<file path="config.mk">
export PLATFORM = sky130hd
export DESIGN_NAME = sdram_cmd_engine
export DESIGN_NICKNAME = d
export VERILOG_FILES = /design/src/rtl/sdcmd_pkg.sv /design/src/rtl/sdcmd_decode.sv /design/src/rtl/sdcmd_timer.sv /design/src/rtl/sdram_cmd_engine.sv
export SDC_FILE = /design/constraint.sdc
export NUM_CORES = 1
export LEC_CHECK = 0
export ABC_AREA = 1
export BUFFER_PORTS_ARGS = -buffer_cell sky130_fd_sc_hd__buf_2
export CAP_MARGIN = 15
export CORE_UTILIZATION = 56
export DETAILED_ROUTE_END_ITERATION = 12
export HOLD_SLACK_MARGIN = 0.08
export PLACE_DENSITY = 0.84
export REMOVE_ABC_BUFFERS = 1
export SYNTH_ARGS = -nofsm -noshare
export SYNTH_HDL_FRONTEND = slang
export SYNTH_SLANG_ARGS = --single-unit
</file>
<file path="constraint.sdc">
create_clock -name clk -period 4.8 [get_ports clk]
set_input_delay 0.24 -clock clk [delete_from_list [all_inputs] [get_ports clk]]
set_output_delay 0.24 -clock clk [all_outputs]
set_load 0.01 [all_outputs]
</file>
<file path="src/rtl/sdcmd_pkg.sv">
package sdcmd_pkg;

  typedef enum logic [2:0] {
    MD_NORMAL = 3'd0,
    MD_CKE_ON = 3'd1,
    MD_PALL   = 3'd2,
    MD_AREF   = 3'd3,
    MD_LMR    = 3'd4,
    MD_SREF   = 3'd5,
    MD_PDOWN  = 3'd6,
    MD_RSVD   = 3'd7
  } mode_e;

  typedef enum logic [1:0] {
    CKE_KEEP = 2'd0,
    CKE_SET  = 2'd1,
    CKE_CLR  = 2'd2
  } cke_act_e;

  typedef enum logic [1:0] {
    WT_NONE = 2'd0,
    WT_RP   = 2'd1,
    WT_RC   = 2'd2,
    WT_MRD  = 2'd3
  } wait_sel_e;

  typedef struct packed {
    logic ras_n;
    logic cas_n;
    logic we_n;
  } rcw_t;

  localparam rcw_t RCW_NOP  = 3'b111;
  localparam rcw_t RCW_PALL = 3'b010;
  localparam rcw_t RCW_REF  = 3'b001;
  localparam rcw_t RCW_LMR  = 3'b000;

endpackage

</file>
<file path="src/rtl/sdcmd_decode.sv">
module sdcmd_decode
  import sdcmd_pkg::*;
#(
  parameter int AW     = 13,
  parameter int CNT_W  = 4,
  parameter int AP_BIT = 10
) (
  input  logic [2:0]       mode_i,
  input  logic [1:0]       tgt_i,
  input  logic [CNT_W-1:0] cnt_i,
  input  logic [AW-1:0]    data_i,
  output logic             ok_o,
  output logic             strobe_o,
  output rcw_t             rcw_o,
  output cke_act_e         cke_o,
  output wait_sel_e        wsel_o,
  output logic [AW-1:0]    addr_o,
  output logic [CNT_W-1:0] reps_o
);

  localparam logic [AW-1:0] ADDR_AP = AW'(1) << AP_BIT;

  mode_e md;
  assign md = mode_e'(mode_i);

  always_comb begin
    ok_o     = (tgt_i != 2'b00) && (md != MD_RSVD);
    strobe_o = 1'b0;
    rcw_o    = RCW_NOP;
    cke_o    = CKE_KEEP;
    wsel_o   = WT_NONE;
    addr_o   = '0;
    reps_o   = CNT_W'(1);
    case (md)
      MD_CKE_ON: cke_o = CKE_SET;
      MD_PDOWN:  cke_o = CKE_CLR;
      MD_PALL: begin
        strobe_o = 1'b1;
        rcw_o    = RCW_PALL;
        addr_o   = ADDR_AP;
        wsel_o   = WT_RP;
      end
      MD_AREF: begin
        strobe_o = 1'b1;
        rcw_o    = RCW_REF;
        wsel_o   = WT_RC;
        reps_o   = (cnt_i == '0) ? CNT_W'(1) : cnt_i;
      end
      MD_LMR: begin
        strobe_o = 1'b1;
        rcw_o    = RCW_LMR;
        addr_o   = data_i;
        wsel_o   = WT_MRD;
      end
      MD_SREF: begin
        strobe_o = 1'b1;
        rcw_o    = RCW_REF;
        cke_o    = CKE_CLR;
        wsel_o   = WT_RC;
      end
      default: ;
    endcase
  end

endmodule

</file>
<file path="src/rtl/sdcmd_timer.sv">
module sdcmd_timer #(
  parameter int TW = 4
) (
  input  logic          clk,
  input  logic          rst_n,
  input  logic          load_i,
  input  logic [TW-1:0] load_val_i,
  output logic          zero_o
);

  logic [TW-1:0] cnt_q, cnt_d;
  logic          cnt_en;

  always_comb begin
    cnt_en = load_i || (cnt_q != '0);
    cnt_d  = load_i ? load_val_i : (cnt_q - 1'b1);
  end

  always_ff @(posedge clk or negedge rst_n) begin
    if (!rst_n)      cnt_q <= '0;
    else if (cnt_en) cnt_q <= cnt_d;
  end

  assign zero_o = (cnt_q == '0);

  // an unloaded wait drains by exactly one per cycle
  p_timer_drain_r4: assert property (@(posedge clk) disable iff (!rst_n)
    (!load_i && cnt_q != '0) |=> (cnt_q == $past(cnt_q) - 1'b1));

endmodule

</file>
<file path="src/rtl/sdram_cmd_engine.sv">
module sdram_cmd_engine
  import sdcmd_pkg::*;
#(
  parameter int AW     = 13,
  parameter int BA_W   = 2,
  parameter int CNT_W  = 4,
  parameter int TW     = 4,
  parameter int AP_BIT = 10,
  localparam int WORD_W = 5 + CNT_W + AW
) (
  input  logic              clk,
  input  logic              rst_n,
  input  logic              cmd_wr,
  input  logic [WORD_W-1:0] cmd_word,
  input  logic [TW-1:0]     trc_m1,
  input  logic [TW-1:0]     trp_m1,
  input  logic [TW-1:0]     tmrd_m1,
  output logic              busy,
  output logic              overrun,
  output logic              sd_cke,
  output logic [1:0]        sd_cs_n,
  output logic              sd_ras_n,
  output logic              sd_cas_n,
  output logic              sd_we_n,
  output logic [AW-1:0]     sd_addr,
  output logic [BA_W-1:0]   sd_ba
);

  localparam int T_LSB = 3;
  localparam int C_LSB = 5;
  localparam int D_LSB = C_LSB + CNT_W;

  // reset: asserted asynchronously, released on the clock
  logic [1:0] rsync_q;
  logic       rst_ni;
  always_ff @(posedge clk or negedge rst_n) begin
    if (!rst_n) rsync_q <= '0;
    else        rsync_q <= {rsync_q[0], 1'b1};
  end
  assign rst_ni = rsync_q[1];

  // decode of the incoming word
  logic             dec_ok, dec_strobe;
  rcw_t             dec_rcw;
  cke_act_e         dec_cke;
  wait_sel_e        dec_wsel;
  logic [AW-1:0]    dec_addr;
  logic [CNT_W-1:0] dec_reps;

  sdcmd_decode #(.AW(AW), .CNT_W(CNT_W), .AP_BIT(AP_BIT)) u_dec (
    .mode_i   (cmd_word[2:0]),
    .tgt_i    (cmd_word[T_LSB+1:T_LSB]),
    .cnt_i    (cmd_word[C_LSB+CNT_W-1:C_LSB]),
    .data_i   (cmd_word[D_LSB+AW-1:D_LSB]),
    .ok_o     (dec_ok),
    .strobe_o (dec_strobe),
    .rcw_o    (dec_rcw),
    .cke_o    (dec_cke),
    .wsel_o   (dec_wsel),
    .addr_o   (dec_addr),
    .reps_o   (dec_reps)
  );

  // state
  logic             busy_q, busy_d;
  logic             ovr_q, ovr_d;
  logic             cke_q, cke_d;
  logic [1:0]       csn_q, csn_d;
  rcw_t             rcw_q, rcw_d;
  logic [AW-1:0]    addr_q, addr_d;
  logic [CNT_W-1:0] reps_q, reps_d;
  wait_sel_e        wsel_q, wsel_d;
  rcw_t             hold_rcw_q, hold_rcw_d;
  logic [1:0]       hold_cs_q, hold_cs_d;
  logic [AW-1:0]    hold_addr_q, hold_addr_d;

  logic          accept, reissue, finish;
  logic          tmr_load, tmr_zero;
  wait_sel_e     load_sel;
  logic [TW-1:0] load_val;

  sdcmd_timer #(.TW(TW)) u_tmr (
    .clk        (clk),
    .rst_n      (rst_ni),
    .load_i     (tmr_load),
    .load_val_i (load_val),
    .zero_o     (tmr_zero)
  );

  always_comb begin
    accept   = cmd_wr && !busy_q && dec_ok;
    reissue  = busy_q && tmr_zero && (reps_q > CNT_W'(1));
    finish   = busy_q && tmr_zero && (reps_q <= CNT_W'(1));
    tmr_load = accept || reissue;
    load_sel = accept ? dec_wsel : wsel_q;
    case (load_sel)
      WT_RP:   load_val = trp_m1;
      WT_RC:   load_val = trc_m1;
      WT_MRD:  load_val = tmrd_m1;
      default: load_val = '0;
    endcase
  end

  always_comb begin
    busy_d      = busy_q;
    ovr_d       = ovr_q | (cmd_wr & busy_q);
    cke_d       = cke_q;
    csn_d       = 2'b11;
    rcw_d       = RCW_NOP;
    addr_d      = '0;
    reps_d      = reps_q;
    wsel_d      = wsel_q;
    hold_rcw_d  = hold_rcw_q;
    hold_cs_d   = hold_cs_q;
    hold_addr_d = hold_addr_q;
    if (accept) begin
      busy_d      = 1'b1;
      reps_d      = dec_reps;
      wsel_d      = dec_wsel;
      hold_rcw_d  = dec_rcw;
      hold_cs_d   = cmd_word[T_LSB+1:T_LSB];
      hold_addr_d = dec_addr;
      if (dec_strobe) begin
        csn_d  = ~cmd_word[T_LSB+1:T_LSB];
        rcw_d  = dec_rcw;
        addr_d = dec_addr;
      end
      case (dec_cke)
        CKE_SET: cke_d = 1'b1;
        CKE_CLR: cke_d = 1'b0;
        default: ;
      endcase
    end else if (reissue) begin
      reps_d = reps_q - 1'b1;
      csn_d  = ~hold_cs_q;
      rcw_d  = hold_rcw_q;
      addr_d = hold_addr_q;
    end else if (finish) begin
      busy_d = 1'b0;
    end
  end

  always_ff @(posedge clk or negedge rst_ni) begin
    if (!rst_ni) begin
      busy_q      <= 1'b0;
      ovr_q       <= 1'b0;
      cke_q       <= 1'b0;
      csn_q       <= 2'b11;
      rcw_q       <= RCW_NOP;
      addr_q      <= '0;
      reps_q      <= '0;
      wsel_q      <= WT_NONE;
      hold_rcw_q  <= RCW_NOP;
      hold_cs_q   <= '0;
      hold_addr_q <= '0;
    end else begin
      busy_q  <= busy_d;
      ovr_q   <= ovr_d;
      cke_q   <= cke_d;
      csn_q   <= csn_d;
      rcw_q   <= rcw_d;
      addr_q  <= addr_d;
      reps_q  <= reps_d;
      wsel_q  <= wsel_d;
      if (accept) begin
        hold_rcw_q  <= hold_rcw_d;
        hold_cs_q   <= hold_cs_d;
        hold_addr_q <= hold_addr_d;
      end
    end
  end

  assign busy     = busy_q;
  assign overrun  = ovr_q;
  assign sd_cke   = cke_q;
  assign sd_cs_n  = csn_q;
  assign sd_ras_n = rcw_q.ras_n;
  assign sd_cas_n = rcw_q.cas_n;
  assign sd_we_n  = rcw_q.we_n;
  assign sd_addr  = addr_q;
  assign sd_ba    = '0;

  // pins rest at NOP while idle
  p_idle_nop_r9: assert property (@(posedge clk) disable iff (!rst_ni)
    !busy |-> (sd_cs_n == 2'b11 && sd_ras_n && sd_cas_n && sd_we_n));

  // precharge-all encoding always carries the all-banks address bit
  p_pall_ap_r3: assert property (@(posedge clk) disable iff (!rst_ni)
    (sd_cs_n != 2'b11 && !sd_ras_n && sd_cas_n && !sd_we_n) |-> sd_addr[AP_BIT]);

  // load mode goes out with bank address zero
  p_lmr_bank_r5: assert property (@(posedge clk) disable iff (!rst_ni)
    (sd_cs_n != 2'b11 && !sd_ras_n && !sd_cas_n && !sd_we_n) |-> (sd_ba == '0));

  // CKE moves only after an accepted write
  p_cke_source_r6: assert property (@(posedge clk) disable iff (!rst_ni)
    (sd_cke != $past(sd_cke)) |-> $past(cmd_wr && !busy_q));

  // a write during busy sets overrun, which then holds
  p_ovr_set_r10: assert property (@(posedge clk) disable iff (!rst_ni)
    (cmd_wr && busy) |=> overrun);
  p_ovr_sticky_r10: assert property (@(posedge clk) disable iff (!rst_ni)
    overrun |=> overrun);

  // a dropped word never raises busy
  p_drop_r11: assert property (@(posedge clk) disable iff (!rst_ni)
    (cmd_wr && !busy && !dec_ok) |=> !busy);

endmodule

</file>
==> impl_metrics.yaml, run 1 <==
status:
  status: "completed"
global_routing:
  grt_max_degree: 50
  grt_overflow: 0
  grt_usage_pct: 23.2
  grt_pass1_vias: 1697
  grt_pass1_wl_um: 7580
  antenna_found_initial: 0
floorplan:
  die_h_um: 66.9
  rows: 23
  fp.dieW_um: 66.9
  ios: 60
  die_area_um2: 4470
  core_area_um2: 4030
  start_util_pct: 58.5
worst_setup_path:
  end_kind: "flop"
  critPathMaxFanout: 11
  start_kind: "flop"
  arrival_ns: 2.06
  path_class: "flop to flop"
  worstPathRequired_ns: 5.00
finish:
  area_delta_synth_final_pct: 17.0
  nets: 356
  fin_cells: 366
  diodes: 0
  final_common_cell: "buf_2"
  fin_util_pct: 68.4
  layout_common_cells: "buf_2, dfrtp_1, nand3_1"
  drive_gt1_share_pct: 30.1
clock_network:
  htree_levels: 2
  clk_pin_slew_ns: 0.09
  numClockSinks: 51
  clk_latency_ns: 0.31
  cts_inserted_buffers: 5
  max-clock-path-buffers: 2
  clockRootBuffer: "clkbuf_8"
  cts_tree: "done"
place:
  dpl.hpwl_um: 3300
  routabilityCongestion: 0.789
  dp_slack_ns: 2.98
  portBuffers: 57
  placed_cells: 357
sta:
  tightest_slew_ns: 1.02
  fin_skew_ns: 0.00886
  slew_headroom_pct: 32.0
  final_hold_viol_count: 0
  rsz0062_at_grt: "no"
  drv_slew: 0
  max_freq_mhz: 536
  finalSetupViolCount: 0
  final.setup.tns_ns: 0
  period_share_pct: 38.9
  period_needed_ns: 1.87
  whs_ns: 0.182
  layout_setup_ws_ns: 2.93
synthesis:
  synth-seq-cells: 51
  synth_seq_area_share_pct: 54.6
  syn_area_um2: 2360
  async_flop_share_pct: 100
  avgSynthCellArea_um2: 9.14
  synth_top_area_cell: "dfrtp_1"
  postSynthCellCount: 258
  synthTopCellsByArea: "dfrtp_1, dfstp_2, nand3_1"
  synth.distinct_cells: 37
  synth_top_area_share_pct: 45.6
  synth_ff_type: "dfrtp_1"
  ys_warn_count: 0
  synth_edf_count: 0
pwr:
  p_per_area_nw_per_um2: 533
  p_sw_share_pct: 37.0
  p_int_mw: 0.926
  p_clk_share_pct: 16.9
  p_leak_nw: 1.43
  vdd_drop_max_mv: 0.294
  power_frac_seq_pct: 46.4
  p_switching_mw: 0.543
  p_comb_share_pct: 36.8
route:
  ant_nets: 0
  viasPerCell: 5.08
  drc: 0
  drtIter0Drc: 153
  num_vias: 1858
  drt-total-wl_um: 4610
  firstDrtPassIters: 4
  wl_per_cell_um: 12.6
worst_hold_path:
  hp-class: "input port to flop"
flow_run:
  cap_violations: 0
-- power groups by stage --
stage | Sequential, mW | Combinational (mW) | Clock [mW]
floorplan | 0.706 | 0.355 | 0
global placement | 0.683 | 0.517 | 0
detailed placement | 0.690 | 0.541 | 0
CTS | 0.682 | 0.546 | 0.253
global route | 0.699 | 0.616 | 0.271
finish | 0.681 | 0.540 | 0.248
-- layout make-up --
type / count / area, um2
inverter: 38 / 144
sequential: 51 / 1290
tap: 50 / 62.6
fill: 340 / 1270
clock buffer: 6 / 72.6
clock inverter: 2 / 17.5
timing repair buffer: 58 / 295
multi-input combinational: 161 / 878
-- path summary, 6_finish.rpt --
kind | slack [ns] | endpoint | startpoint | cells after the start
hold reg to reg | 0.36 | rsync_q[1] | rsync_q[0] | 0
max in group asynchronous | 3.72 | u_tmr.cnt_q[1] | rsync_q[1] | 0
setup reg to reg | 2.93 | u_tmr.cnt_q[1] | reps_q[0] | 10
setup / recovery | 2.93 | u_tmr.cnt_q[1] | reps_q[0] | 10
hold / removal | 0.18 | hold_cs_q[1] | cmd_word[4] | 3
min in group asynchronous | 0.24 | rsync_q[1] | rst_n | 2
-- Yosys cell counts, types with 3 or more instances --
cell / number
clkbuf_1: 3
xor2_1: 3
nand2_2: 4
ha_1: 4
inv_1: 33
dfrtp_1: 43
nand2_1: 33
nor2_1: 15
inv_2: 3
dfstp_2: 8
a21oi_1: 5
nand3_1: 36
nor2_4: 3
buf_2: 3
o21ai_0: 31
-- metal layers --
metal	track usage, %	vias up	share of wire (%)
li1	-	940	-
met1	29.8	865	45
met2	37.4	45	48
met3	6.34	8	4.9
met4	8.51	0	1.8
met5	0	-	0
-- cell families after synthesis --
group / count (synthesis) / synth area share [%]
simple gates: 103 / 22.2
flops: 51 / 54.6
compound gates: 48 / 11.4
buf+inv: 47 / 8.33
fa+ha+maj: 4 / 2.12
xor+xnor: 3 / 1.11
other cells: 2 / 0.319
-- sequential cells by signal, summed over array words and instances, names as in the netlist --
signal	count
overrun	1
sd_cke	1
sd_we_n	1
hold_addr_q	13
busy	1
hold_rcw_q	3
sd_addr	13
rsync_q	2
sd_cs_n	2
reps_q	4
wsel_q	2
sd_ras_n	1
sd_cas_n	1
u_tmr.cnt_q	4
hold_cs_q	2
-- critical path, cell delays in order, from the launching register on --
cell	delay (ns)
dfrtp_1	0.38
inv_1	0.08
ha_1	0.22
o21ai_0	0.18
nand2_1	0.13
nor2_4	0.22
nor2_4	0.08
inv_2	0.20
nor2_1	0.07
nor2_1	0.12
a21oi_2	0.07
-- timing repair --
| action | CTS | global route |
|---|---|---|
| resized for setup | 0 | 0 |
| buffers inserted | 0 | 0 |
| endpoints found under the hold margin | 2 | 0 |
| hold buffers | 1 | 0 |
-- per-stage QoR --
stage | power [mW] | area, um2
6_report | 1.47 | 2760
5_1_grt | 1.59 | 2760
4_1_cts | 1.48 | 2760
3_5_place_dp | 1.23 | 2660
3_3_place_gp | 1.20 | 2660
2_1_floorplan | 1.06 | 2310
No activity file was read; power rests on OpenSTA's default activity.
==> inputs of run 2 (changes only) <==
Settings changed: CORE_UTILIZATION 56 to 47, PLACE_DENSITY 0.84 to 0.75.
Clock period 4.8 ns to 1.65 ns, I/O delays scaled along.
==> run 2 against run 1 <==
  * The run now ends with setup timing left
  * Global-route usage decreased by 2.5 points
  * Routed wire length increased by 12%
  * Final area increased by 14%
  * Total power increased to 3.2 times the previous value
  * Sequential share of layout area decreased by 5.8 points
  * Hold slack got worse by 0.087 ns
  * Via count increased by 9.3%
  * Core utilization decreased by 2.6 points
==> impl_metrics.yaml, run 2 (synthesis results as in run 1) <==
place:
  placed_cells: 381
  routabilityCongestion: 0.881
  dpl.hpwl_um: 3480
  portBuffers: 57
clock_network:
  max-clock-path-buffers: 2
  cts_inserted_buffers: 5
  numClockSinks: 51
  clk_pin_slew_ns: 0.10
  clk_latency_ns: 0.31
  clockRootBuffer: "clkbuf_8"
  htree_levels: 2
  cts_tree: "done"
flow_run:
  cap_violations: 0
worst_setup_path:
  crit_start: "reps_q[0]"
  path_class: "flop to flop"
  start_kind: "flop"
  crit_buf_inv: 1
  worstRegToRegCells: 7
  path_depth: 7
  cpLargestDelayFamily: "simple AND/OR/NAND/NOR gates"
  critPathMaxFanout: 6
  endpoint: "sd_cas_n"
  critPathMaxStageDelay_ns: 0.43
  reg2reg_slack_ns: -0.006
  arrival_ns: 1.90
  worstPathRequired_ns: 1.89
  reg2reg_from: "reps_q[0]"
  end_kind: "flop"
  cp_slowest_cell: "dfrtp_1"
  cp_common_cell: "nor2_4"
  reg2reg_to: "sd_cas_n"
  path_cells: "ha_2, o21ai_2, nand2_2, nor2_4, nor2_4, buf_6, or2_2"
route:
  num_vias: 2031
  drt-total-wl_um: 5140
  drc: 0
  viasPerCell: 4.87
  ant_nets: 0
  drtIter0Drc: 144
  firstDrtPassIters: 6
  wl_per_cell_um: 12.3
sta:
  final_hold_viol_count: 0
  period_share_pct: 100
  drv_slew: 0
  fin_skew_ns: 0.00449
  final.setup.tns_ns: -0.00615
  layout_setup_ws_ns: -0.00615
  finalSetupViolCount: 1
  max_freq_mhz: 604
  period_needed_ns: 1.66
floorplan:
  fp.dieW_um: 72.8
  start_util_pct: 49.3
  die_h_um: 72.8
  ios: 60
  die_area_um2: 5300
  core_area_um2: 4790
  rows: 25
global_routing:
  grt_max_degree: 32
  grt_pass1_vias: 1888
  grt_usage_pct: 20.7
  grt_overflow: 0
  grtUsageMet2_pct: 34.2
  grtUsageMet1_pct: 26.7
  met3_usage_pct: 3.45
  antenna_found_initial: 0
  grt_pass1_wl_um: 8250
  top_usage_layer: "met2"
pwr:
  vdd_drop_max_mv: 0.755
  p_per_area_nw_per_um2: 1510
  p_leak_nw: 1.59
finish:
  drive_gt1_share_pct: 36.6
  diodes: 0
  nets: 390
  final_common_cell: "buf_2"
  fin_cells: 417
  layout_common_cells: "buf_2, dfrtp_1, nand3_1"
  nFillCells: 382
  area_delta_synth_final_pct: 33.6
worst_hold_path:
  min_path_cells: 3
  hp-class: "input port to flop"
status:
  violations: "setup timing"
  status: "complete, but fails checks"
==> run 2: worst min-delay path by stage <==
stage / startpoint / to
CTS: cmd_word[5] / reps_q[0]
finish: cmd_word[5] / reps_q[0]
global route: cmd_word[5] / reps_q[0]
detailed placement: rst_n / rsync_q[0]
global placement: rst_n / rsync_q[0]
floorplan: rst_n / rsync_q[0]
==> run 2: stage by stage <==
stage	cell area, um2	total power, mW	setup slack, ns	utilization (%)	hold WS [ns]
6_report	3150	4.75	-0.00615	65.8	0.0946
4_1_cts	3040	4.47	0.0264	63.5	0.0922
3_5_place_dp	2740	3.62	-0.0550	57.3	-0.129
3_3_place_gp	2740	3.55	0.0351	57.3	-0.131
5_1_grt	3150	5.10	-0.0580	65.8	0.0988
2_1_floorplan	2310	3.09	0.0479	-	-0.213
==> run 2: routing by layer <==
metal  share of wire, %  routed length, um
met1                 45               2310
met2                 50               2550
met3                3.1                158
met4                2.4                123
met5                  0                  0
==> run 2: cell type report <==
type                       instances  area, um2  area share, %
sequential                        51       1290           40.9
multi-input combinational        161        920           29.2
timing repair buffer              91        606           19.2
inverter                          38        151           4.81
tap                               67       83.8           2.66
clock buffer                       5       68.8           2.19
clock inverter                     3       23.8          0.755
timing repair inverter             1       7.51          0.238
==> run 2: worst register-to-register path: cells and delay by family, from the launching register on <==
family                   cells  cell delay, ns
flip-flops                   1            0.43
adder cells (fa/ha/maj)      1            0.21
AND/OR/NAND/NOR              4            0.68
AO/OA/AOI/OAI                1            0.15
buffers and inverters        1            0.13
==> run 2: repair_timing <==
action / CTS / global route
endpoints found under the hold margin: 31 / 0
pin swaps: 1 / 4
hold buffers: 18 / 0
endpoints found under the setup margin: 1 / 21
buffers inserted: 2 / 7
cloned: 0 / 1
gates resized for setup: 5 / 21
==> run 2: power breakdown <==
| group | leakage (nW) | internal (mW) | switching [mW] |
|---|---|---|---|
| sequential | 0.609 | 1.78 | 0.194 |
| clock | 0.0461 | 0.307 | 0.443 |
| combinational | 0.934 | 0.882 | 1.14 |
==> inputs of run 3 (changes only) <==
Settings changed: CAP_MARGIN 15 to default, CORE_UTILIZATION 47 to 56, PLACE_DENSITY 0.75 to 0.84.
Clock period 1.65 ns to 2.1 ns, I/O delays scaled along.
==> run 3 against run 2 <==
  * The run now ends clean
  * Hold slack lost 0.0073 ns
  * Combinational power decreased by 36%
  * Clock power down 24%
  * First-iteration DRC count increased by 31%
  * Routed wire length up 1.9%
  * Count of clock-buffer cells in the layout increased by 1
  * Setup slack better by 0.28 ns
  * Critical path depth up 3
  * Cell count is 8.2% lower
  * Via count decreased by 0.30%
  * Core utilization up 6.6 points
  * Flip-flop and latch count unchanged
  * Highest routed layer unchanged
==> impl_metrics.yaml, run 3 (synthesis results as in run 1) <==
sta:
  max_freq_mhz: 546
  finalSetupViolCount: 0
  period_needed_ns: 1.83
  rsz0062_at_grt: "no"
  period_share_pct: 87.2
  fin_skew_ns: 0.00892
  final_hold_viol_count: 0
  drv_slew: 0
  final.setup.tns_ns: 0
finish:
  layout_common_cells: "buf_2, dfrtp_1, nand3_1"
  area_delta_synth_final_pct: 23.8
  design_area_um2: 2920
  diodes: 0
  nFillCells: 294
  nets: 373
  multi_input_area_um2: 878
  regArea_um2: 1290
  final_common_cell: "buf_2"
  drive_gt1_share_pct: 29.4
route:
  drc: 0
  drt-total-wl_um: 5240
  num_vias: 2025
  drtIter0Drc: 189
  viasPerCell: 5.29
  firstDrtPassIters: 4
  wl_per_cell_um: 13.7
  ant_nets: 0
global_routing:
  grt_pass1_vias: 1953
  grt_max_degree: 24
  grt_usage_pct: 27.0
  grt_pass1_wl_um: 8830
  grt_overflow: 0
  antenna_found_initial: 0
worst_setup_path:
  start_kind: "flop"
  arrival_ns: 2.03
  worstPathRequired_ns: 2.30
  critPathMaxFanout: 7
  end_kind: "flop"
  path_class: "flop to flop"
place:
  routabilityCongestion: 0.935
  dpl_cell_area_um2: 2680
  portBuffers: 57
  dpl.hpwl_um: 3520
floorplan:
  rows: 23
  ios: 60
  core_area_um2: 4030
  die_h_um: 66.9
  start_util_pct: 58.5
  fp.dieW_um: 66.9
  die_area_um2: 4470
pwr:
  vdd_drop_max_mv: 0.605
  p_sw_share_pct: 37.5
  p_clk_share_pct: 16.7
  power_frac_seq_pct: 45.5
  p_comb_share_pct: 37.8
  p_switching_mw: 1.29
  p_leak_nw: 1.50
  p_per_area_nw_per_um2: 1170
  p_int_mw: 2.14
status:
  status: "completed"
clock_network:
  clk_pin_slew_ns: 0.10
  postCtsSetupBuffers: 0
  htree_levels: 2
  cts_inserted_buffers: 5
  numClockSinks: 51
  max-clock-path-buffers: 2
  cts_tree: "done"
  clockRootBuffer: "clkbuf_8"
  clk_latency_ns: 0.31
flow_run:
  cap_violations: 0
worst_hold_path:
  hp-class: "input port to async pin"
==> run 3: cell count changes in the layout (fill, tap and decap cells not counted), moves of 3 or more <==
cell / before / now
dlygate4sd3_1: 18 / 15
buf_4: 13 / 3
nor2_1: 12 / 15
inv_1: 29 / 33
o21ai_1: 6 / 2
o21ai_0: 26 / 31
==> run 3: timing repair <==
item,CTS,global route
endpoints found under the setup margin,0,0
hold buffers,15,0
hold endpoints to repair,27,0
gates resized for setup,0,0
==> run 3: through the flow <==
| stage | setup WS, ns | instances | power [mW] | hold slack [ns] | utilization [%] |
|---|---|---|---|---|---|
| after floorplan | 0.498 | 250 | 2.42 | -0.191 | - |
| after global placement | 0.433 | 360 | 2.75 | -0.110 | 66.5 |
| after detailed placement | 0.320 | 360 | 2.80 | -0.109 | 66.5 |
| after CTS | 0.284 | 383 | 3.41 | 0.0837 | 72.5 |
| after global routing | 0.0500 | 383 | 3.69 | 0.0874 | 72.5 |
| final | 0.269 | 383 | 3.42 | 0.0873 | 72.5 |
==> run 3: metal layers <==
layer / wire length [um] / track usage (%) / part of all wire (%)
met5: 0 / 0 / 0
met4: 102 / 9.84 / 1.9
met3: 284 / 5.65 / 5.4
met2: 2610 / 44.1 / 50
met1: 2240 / 35.2 / 43
==> run 3: final timing paths <==
check                                 start              to  slack (ns)  depth (start not counted)
worst max register to register    reps_q[0]  u_tmr.cnt_q[1]        0.27                         10
worst min register to register   rsync_q[1]  hold_addr_q[2]        0.23                          0
worst max-delay path              reps_q[0]  u_tmr.cnt_q[1]        0.27                         10
min in group clk                cmd_word[8]       reps_q[3]        0.10                          3
worst min-delay path                  rst_n      rsync_q[1]        0.09                          2
max in group asynchronous        rsync_q[1]   hold_rcw_q[1]        1.24                          1
==> run 3: layout make-up <==
type,instances,share of cell area [%]
clock buffers,6,2.49
clock inverters,2,0.557
inverters,38,4.93
multi-input cells,161,30.1
flip-flops and latches,51,44.1
well taps,50,2.14
repair buffers,75,15.7
==> run 3: worst max-delay path, stage by stage (launching register included) <==
cell      delay [ns]
dfrtp_1         0.39
inv_1           0.09
ha_1            0.23
o21ai_0         0.17
nand2_1         0.13
nor2_4          0.19
nor2_4          0.07
nand2_1         0.11
clkinv_1        0.11
nor2_1          0.16
a21oi_2         0.07
==> run 3: power groups by stage <==
| stage | combinational, mW | clock, mW | sequential, mW |
|---|---|---|---|
| 3_5_place_dp | 1.24 | 0 | 1.56 |
| 2_1_floorplan | 0.812 | 0 | 1.61 |
| 5_1_grt | 1.46 | 0.622 | 1.60 |
| 6_report | 1.29 | 0.572 | 1.56 |
| 3_3_place_gp | 1.20 | 0 | 1.56 |
| 4_1_cts | 1.28 | 0.583 | 1.55 |
